## src/rtl/wr_arb_pkg.sv

```systemverilog
// Package: shared constants and helpers for the cluster write arbiter.
// Assumes: nothing; pure declarations.
package wr_arb_pkg;

    // Interconnect mode codes carried on mode_sel (3 behaves as 2)
    localparam logic [1:0] MODE_OPEN   = 2'd0;
    localparam logic [1:0] MODE_PORTS  = 2'd1;
    localparam logic [1:0] MODE_BUSPRT = 2'd2;

    // Index width for a field selecting one of n items, never below 1
    function automatic int idx_w(input int n);
        return (n > 1) ? $clog2(n) : 1;
    endfunction

endpackage

```

## src/rtl/wr_arb_pick.sv

```systemverilog
// Module: lowest-set-bit finder. Reports whether any bit of avail is set
// and the index of the lowest one.
// Assumes: W >= 1 and IW wide enough to hold W-1.
module wr_arb_pick #(
    parameter int W  = 4,
    parameter int IW = 2
) (
    input  logic [W-1:0]  avail,
    output logic          found,
    output logic [IW-1:0] idx
);

    // Scan from the top so that the lowest set bit is written last
    always_comb begin
        idx = '0;
        for (int i = W - 1; i >= 0; i--) begin
            if (avail[i]) idx = IW'(i);
        end
    end

    // Any candidate at all
    assign found = |avail;

endmodule

```

## src/rtl/wr_arb_stage.sv

```systemverilog
// Module: arbitration step for one function unit. Takes the port and bus
// occupancy left by lower-numbered units and decides this unit's write,
// then passes the updated occupancy on to the next unit.
// Assumes: HOME is the unit's own cluster; occupancy inputs come from the
// previous stage (or all-free for unit 0).
module wr_arb_stage
    import wr_arb_pkg::*;
#(
    parameter int NC   = 2,
    parameter int TP   = 3,
    parameter int LP   = 1,
    parameter int NB   = 1,
    parameter int HOME = 0,
    localparam int CW  = idx_w(NC),
    localparam int PW  = idx_w(TP),
    localparam int BW  = idx_w(NB)
) (
    input  logic [1:0]       mode,
    input  logic             valid,
    input  logic [CW-1:0]    dest,
    input  logic [NC*TP-1:0] port_busy_i,
    input  logic [NB-1:0]    bus_busy_i,
    output logic [NC*TP-1:0] port_busy_o,
    output logic [NB-1:0]    bus_busy_o,
    output logic             grant,
    output logic             stall,
    output logic [PW-1:0]    port_idx,
    output logic [BW-1:0]    bus_idx
);

    localparam logic [TP-1:0] ONE_P    = TP'(1);
    localparam logic [TP-1:0] RES_MASK = (ONE_P << LP) - ONE_P;
    localparam logic [NB-1:0] ONE_B    = NB'(1);

    logic [TP-1:0] dest_busy;
    logic [TP-1:0] avail_res;
    logic [TP-1:0] avail_sh;
    logic [NB-1:0] avail_bus;
    logic          res_ok, sh_ok, bus_ok;
    logic [PW-1:0] res_idx, sh_idx;
    logic [BW-1:0] bus_pick;
    logic          is_local, m_open, m_ports;
    logic          take_port, take_bus;

    // Occupancy of the destination register file; unknown cluster looks full
    always_comb begin
        dest_busy = '1;
        for (int c = 0; c < NC; c++) begin
            if (int'(dest) == c) dest_busy = port_busy_i[c*TP +: TP];
        end
    end

    assign avail_res = ~dest_busy & RES_MASK;
    assign avail_sh  = ~dest_busy & ~RES_MASK;
    assign avail_bus = ~bus_busy_i;
    assign is_local  = (int'(dest) == HOME);
    assign m_open    = (mode == MODE_OPEN);
    assign m_ports   = (mode == MODE_PORTS);

    wr_arb_pick #(.W(TP), .IW(PW)) i_pick_res (
        .avail(avail_res), .found(res_ok), .idx(res_idx)
    );
    wr_arb_pick #(.W(TP), .IW(PW)) i_pick_sh (
        .avail(avail_sh), .found(sh_ok), .idx(sh_idx)
    );
    wr_arb_pick #(.W(NB), .IW(BW)) i_pick_bus (
        .avail(avail_bus), .found(bus_ok), .idx(bus_pick)
    );

    // Decide this unit's grant and which resources it consumes
    always_comb begin
        grant     = 1'b0;
        port_idx  = '0;
        bus_idx   = '0;
        take_port = 1'b0;
        take_bus  = 1'b0;
        if (valid) begin
            if (m_open) begin
                grant = 1'b1;
            end else if (is_local) begin
                if (res_ok) begin
                    grant     = 1'b1;
                    port_idx  = res_idx;
                    take_port = 1'b1;
                end else if (sh_ok) begin
                    grant     = 1'b1;
                    port_idx  = sh_idx;
                    take_port = 1'b1;
                end
            end else if (sh_ok && (m_ports || bus_ok)) begin
                grant     = 1'b1;
                port_idx  = sh_idx;
                take_port = 1'b1;
                if (!m_ports) begin
                    bus_idx  = bus_pick;
                    take_bus = 1'b1;
                end
            end
        end
    end

    assign stall = valid & ~grant;

    // Mark the port taken by this unit for the stages that follow
    always_comb begin
        port_busy_o = port_busy_i;
        for (int c = 0; c < NC; c++) begin
            for (int p = 0; p < TP; p++) begin
                if (take_port && int'(dest) == c && int'(port_idx) == p)
                    port_busy_o[c*TP + p] = 1'b1;
            end
        end
    end

    // Mark the bus taken by this unit
    assign bus_busy_o = take_bus ? (bus_busy_i | (ONE_B << bus_pick)) : bus_busy_i;

endmodule

```

## src/rtl/cluster_write_arbiter.sv

```systemverilog
// Module: top of the cluster write arbiter. Chains one arbitration stage per
// function unit in ascending unit order, so each unit sees only the ports and
// buses left over by lower-numbered units. Purely combinational; clk and
// rst_n serve the embedded checks only.
// Assumes: units are numbered cluster by cluster, UNITS_PER_CLUSTER each;
// LOCAL_PORTS <= TOTAL_PORTS; a stalled unit re-presents its request.
module cluster_write_arbiter
    import wr_arb_pkg::*;
#(
    parameter int NUM_CLUSTERS      = 2,
    parameter int UNITS_PER_CLUSTER = 3,
    parameter int NUM_BUSES         = 1,
    parameter int TOTAL_PORTS       = 3,
    parameter int LOCAL_PORTS       = 1,
    localparam int NUM_UNITS = NUM_CLUSTERS * UNITS_PER_CLUSTER,
    localparam int CL_W      = idx_w(NUM_CLUSTERS),
    localparam int PORT_W    = idx_w(TOTAL_PORTS),
    localparam int BUS_W     = idx_w(NUM_BUSES)
) (
    input  logic                        clk,
    input  logic                        rst_n,
    input  logic [1:0]                  mode_sel,
    input  logic [NUM_UNITS-1:0]        wr_req,
    input  logic [NUM_UNITS*CL_W-1:0]   wr_dest,
    output logic [NUM_UNITS-1:0]        wr_ack,
    output logic [NUM_UNITS-1:0]        wr_stall,
    output logic [NUM_UNITS*PORT_W-1:0] port_sel,
    output logic [NUM_UNITS*BUS_W-1:0]  bus_sel
);

    localparam int NPB = NUM_CLUSTERS * TOTAL_PORTS;

    // Occupancy threaded from stage to stage
    logic [NPB-1:0]       port_chain [NUM_UNITS+1];
    logic [NUM_BUSES-1:0] bus_chain  [NUM_UNITS+1];

    assign port_chain[0] = '0;
    assign bus_chain[0]  = '0;

    for (genvar u = 0; u < NUM_UNITS; u++) begin : g_unit
        wr_arb_stage #(
            .NC(NUM_CLUSTERS), .TP(TOTAL_PORTS), .LP(LOCAL_PORTS),
            .NB(NUM_BUSES), .HOME(u / UNITS_PER_CLUSTER)
        ) i_stage (
            .mode        (mode_sel),
            .valid       (wr_req[u]),
            .dest        (wr_dest[u*CL_W +: CL_W]),
            .port_busy_i (port_chain[u]),
            .bus_busy_i  (bus_chain[u]),
            .port_busy_o (port_chain[u+1]),
            .bus_busy_o  (bus_chain[u+1]),
            .grant       (wr_ack[u]),
            .stall       (wr_stall[u]),
            .port_idx    (port_sel[u*PORT_W +: PORT_W]),
            .bus_idx     (bus_sel[u*BUS_W +: BUS_W])
        );
    end

    // ---------------- embedded checks ----------------
    logic [NUM_UNITS-1:0] remote_w;
    logic                 port_clash, bus_clash;

    // Which requests cross clusters (checker view)
    always_comb begin
        for (int u = 0; u < NUM_UNITS; u++)
            remote_w[u] = int'(wr_dest[u*CL_W +: CL_W]) != (u / UNITS_PER_CLUSTER);
    end

    // Pairwise search for doubly assigned ports or buses
    always_comb begin
        port_clash = 1'b0;
        bus_clash  = 1'b0;
        for (int a = 0; a < NUM_UNITS; a++) begin
            for (int b = a + 1; b < NUM_UNITS; b++) begin
                if (mode_sel != MODE_OPEN && wr_ack[a] && wr_ack[b] &&
                    wr_dest[a*CL_W +: CL_W] == wr_dest[b*CL_W +: CL_W] &&
                    port_sel[a*PORT_W +: PORT_W] == port_sel[b*PORT_W +: PORT_W])
                    port_clash = 1'b1;
                if (mode_sel[1] && wr_ack[a] && wr_ack[b] && remote_w[a] && remote_w[b] &&
                    bus_sel[a*BUS_W +: BUS_W] == bus_sel[b*BUS_W +: BUS_W])
                    bus_clash = 1'b1;
            end
        end
    end

    p_full_grant_r2: assert property (@(posedge clk) disable iff (!rst_n)
        (mode_sel == MODE_OPEN) |-> (wr_ack == wr_req));

    p_bus_cap_r4: assert property (@(posedge clk) disable iff (!rst_n)
        mode_sel[1] |-> ($countones(wr_ack & remote_w) <= NUM_BUSES));

    p_bus_unique_r4: assert property (@(posedge clk) disable iff (!rst_n)
        !bus_clash);

    p_port_unique_r8: assert property (@(posedge clk) disable iff (!rst_n)
        !port_clash);

    p_idle_quiet_r10: assert property (@(posedge clk) disable iff (!rst_n)
        (wr_req == '0) |-> (wr_ack == '0 && wr_stall == '0));

    for (genvar u = 0; u < NUM_UNITS; u++) begin : g_chk
        p_ack_stall_r1: assert property (@(posedge clk) disable iff (!rst_n)
            (wr_ack[u] ^ wr_stall[u]) == wr_req[u]);

        p_remote_port_r7: assert property (@(posedge clk) disable iff (!rst_n)
            (mode_sel != MODE_OPEN && wr_ack[u] && remote_w[u])
                |-> (int'(port_sel[u*PORT_W +: PORT_W]) >= LOCAL_PORTS));
    end

endmodule

```

## config.mk

```make
export PLATFORM = sky130hd
export DESIGN_NAME = cluster_write_arbiter
export DESIGN_NICKNAME = d
export VERILOG_FILES = /design/src/rtl/wr_arb_pkg.sv /design/src/rtl/wr_arb_pick.sv /design/src/rtl/wr_arb_stage.sv /design/src/rtl/cluster_write_arbiter.sv
export SDC_FILE = /design/constraint.sdc
export NUM_CORES = 1
export LEC_CHECK = 0
export BUFFER_PORTS_ARGS = -buffer_cell sky130_fd_sc_hd__buf_2
export CORE_ASPECT_RATIO = 0.9
export CORE_MARGIN = 2
export CORE_UTILIZATION = 55
export DETAILED_ROUTE_END_ITERATION = 12
export PLACE_DENSITY = 0.8
export SLEW_MARGIN = 10
export SYNTH_ARGS = -nofsm -noshare
export SYNTH_HDL_FRONTEND = slang
export SYNTH_HIERARCHICAL = 1
export SYNTH_SLANG_ARGS = --single-unit
```

## constraint.sdc

```tcl
create_clock -name vclk -period 17.06
set_input_delay 1.706 -clock vclk [all_inputs]
set_output_delay 1.706 -clock vclk [all_outputs]
set_load 0.02 [all_outputs]
```

==> results.sh <==
export IMPL_antenna_cells=0
export IMPL_clkbuf_count=0
export IMPL_slew_headroom_pct=58.0
export IMPL_power_per_cell_area_nw_per_um2=27.5
export IMPL_post_drt_wl_per_cell_um=11.2
export IMPL_antenna_violations_before_repair=0
export IMPL_core_rowCount=21
export IMPL_postRouteWirelength_um=4440
export IMPL_timing_critical_path_required_ns=15.35
export IMPL_synth_cells=277
export IMPL_number_of_flip_flops_and_latches=0
export IMPL_power_clock_fraction_pct=0
export IMPL_crit_cells=34
export IMPL_cp_max_fo=27
export IMPL_post_cts_setup_buffer_count=0
export IMPL_core_um2=3650
export IMPL_fmax_mhz=89.4
export IMPL_post_cts_hold_buffers=0
export IMPL_drv_slew=0
export IMPL_status="finished, final reports clean"
export IMPL_post_route_min_period_ns=11.18
export IMPL_post_route_worst_setup_slack_ns=5.88
export IMPL_num_io_pins=46
export IMPL_grt_first_pass_wirelength_um=6920
export IMPL_final_instance_count_excl_fill=395
export IMPL_hold_class="input pin to primary output"
export IMPL_worstSetupEndpoint="wr_ack[5]"
export IMPL_dp_worst_setup_slack_ns=5.97
export IMPL_die_span_y_um=61.9
export IMPL_die_width_um=68.3
export IMPL_post_place_cells=395
export IMPL_dpl_hpwl_um=3660
export IMPL_slowest_delay_ns=0.48
export IMPL_area_growth_pct=14.4
export IMPL_cts_repair_resized=0
export IMPL_fin_worst_hold_slack_ns=3.76
export IMPL_drt_drc_violations_left=0
export IMPL_power_ir_vdd_worst_mv=0.0115
export IMPL_worst_slew_pin_slew_ns=0.626
export IMPL_vias_after_detailed_routing=2071
export IMPL_crit_path_start_kind="input pin"
export IMPL_gpl_final_weighted_congestion=0.825
export IMPL_arrival_ns=9.47
export IMPL_grt_usage_pct=20.3
export IMPL_maxCapViolations=0
export IMPL_p_seq_share_pct=0
export IMPL_drtPass1Iterations=4
export IMPL_worst_setup_path_startpoint="mode_sel[1]"
export IMPL_crit_family="simple AND/OR/NAND/NOR gates"
export IMPL_vias_per_cell=5.24
export IMPL_worst_setup_path_end_kind="primary output"
export IMPL_finalCoreUtilization_pct=64.1
export IMPL_synthesis_yosys_warnings=6
export IMPL_syn_avg_cell_area_um2=7.39
export IMPL_initial_core_util_pct=56.0
export IMPL_drt_iter0_drc=95
export IMPL_rsz0062_at_grt="no"
export IMPL_timing_hold_violations_final=0
export IMPL_grt_ovfl_total=0
export IMPL_pwr_share_comb_pct=100.0
export IMPL_fin_crit_sh_pct=65.5
export IMPL_leakage_nw=1.02
export IMPL_grt_start_max_net_pins=28
export IMPL_final_setup_viol_count=0
export IMPL_power_switching_share_pct=59.5
export IMPL_netSwitchingPower_w=0.0000384
export IMPL_finish_net_count=367
export IMPL_final_seq_area_um2=0
export IMPL_critical_path_class="input pin to primary output"
export IMPL_critical_path_buffers_and_inverters=2
export IMPL_first_global_vias=1651
export IMPL_power_internal_w=0.0000261
export IMPL_fin_tns_setup_ns=0
export IMPL_crit_path_slowest_cell="nor3b_1"
export IMPL_portBuffers=36
export IMPL_final_antenna_net_count=0
export IMPL_post_route_cells_drive_above_1_share_pct=25.5
export IMPL_syn_area_um2=2050
export IMPL_floorplan_die_area_um2=4230
-- worst min-delay path: cells and delay by family --
family                 cells  cell delay, ns
AO/OA/AOI/OAI              1            0.09
buffers and inverters      2            0.26
-- metal layers --
layer	vias to the layer above	wire length (um)	track usage (%)
li1	1087	-	-
met1	939	2190	28.9
met2	45	2070	36.9
met3	0	186	0
met4	0	0	0
met5	-	0	0
-- final cells by class --
cell class / instances / area (um^2)
Multi-Input combinational cell: 292 / 2020
Fill cell: 316 / 1310
Timing Repair Buffer: 36 / 180
Inverter: 21 / 78.8
Tap cell: 46 / 57.6
-- power groups by stage --
stage	Sequential, W	Combinational, W	Clock (W)
detailed placement	0	0.0000628	0
CTS	0	0.0000630	0
global route	0	0.0000710	0
global placement	0	0.0000616	0
floorplan	0	0.0000540	0
finish	0	0.0000644	0
-- cells in the final DEF, fill, tap and decap left out, types with 4 or more instances in the layout --
master / count
a21oi_2: 9
a22o_1: 4
a22oi_2: 6
a31o_1: 18
buf_2: 36
conb_1: 67
inv_1: 21
mux2i_1: 18
nand2_1: 9
nor2_1: 32
nor2b_1: 18
nor3b_1: 12
o21a_1: 6
o21ai_0: 10
o21ai_1: 6
o31ai_2: 6
or3_1: 15
-- worst min path at each step --
stage,from,end,slack [ns],depth (start not counted)
5_1_grt,wr_req[2],wr_ack[2],3.77,3
6_report,wr_req[5],wr_ack[5],3.76,3
3_5_place_dp,wr_req[2],wr_ack[2],3.75,3
4_1_cts,wr_req[2],wr_ack[2],3.76,3
2_1_floorplan,wr_req[0],wr_ack[0],3.56,1
3_3_place_gp,wr_req[5],wr_ack[5],3.76,3
-- per-stage QoR --
step,power (W),cell area (um^2)
2_1_floorplan,0.0000540,2250
3_5_place_dp,0.0000628,2340
4_1_cts,0.0000630,2340
6_report,0.0000644,2340
5_1_grt,0.0000710,2340
3_3_place_gp,0.0000616,2340
Power figures use the tool's default switching activity.
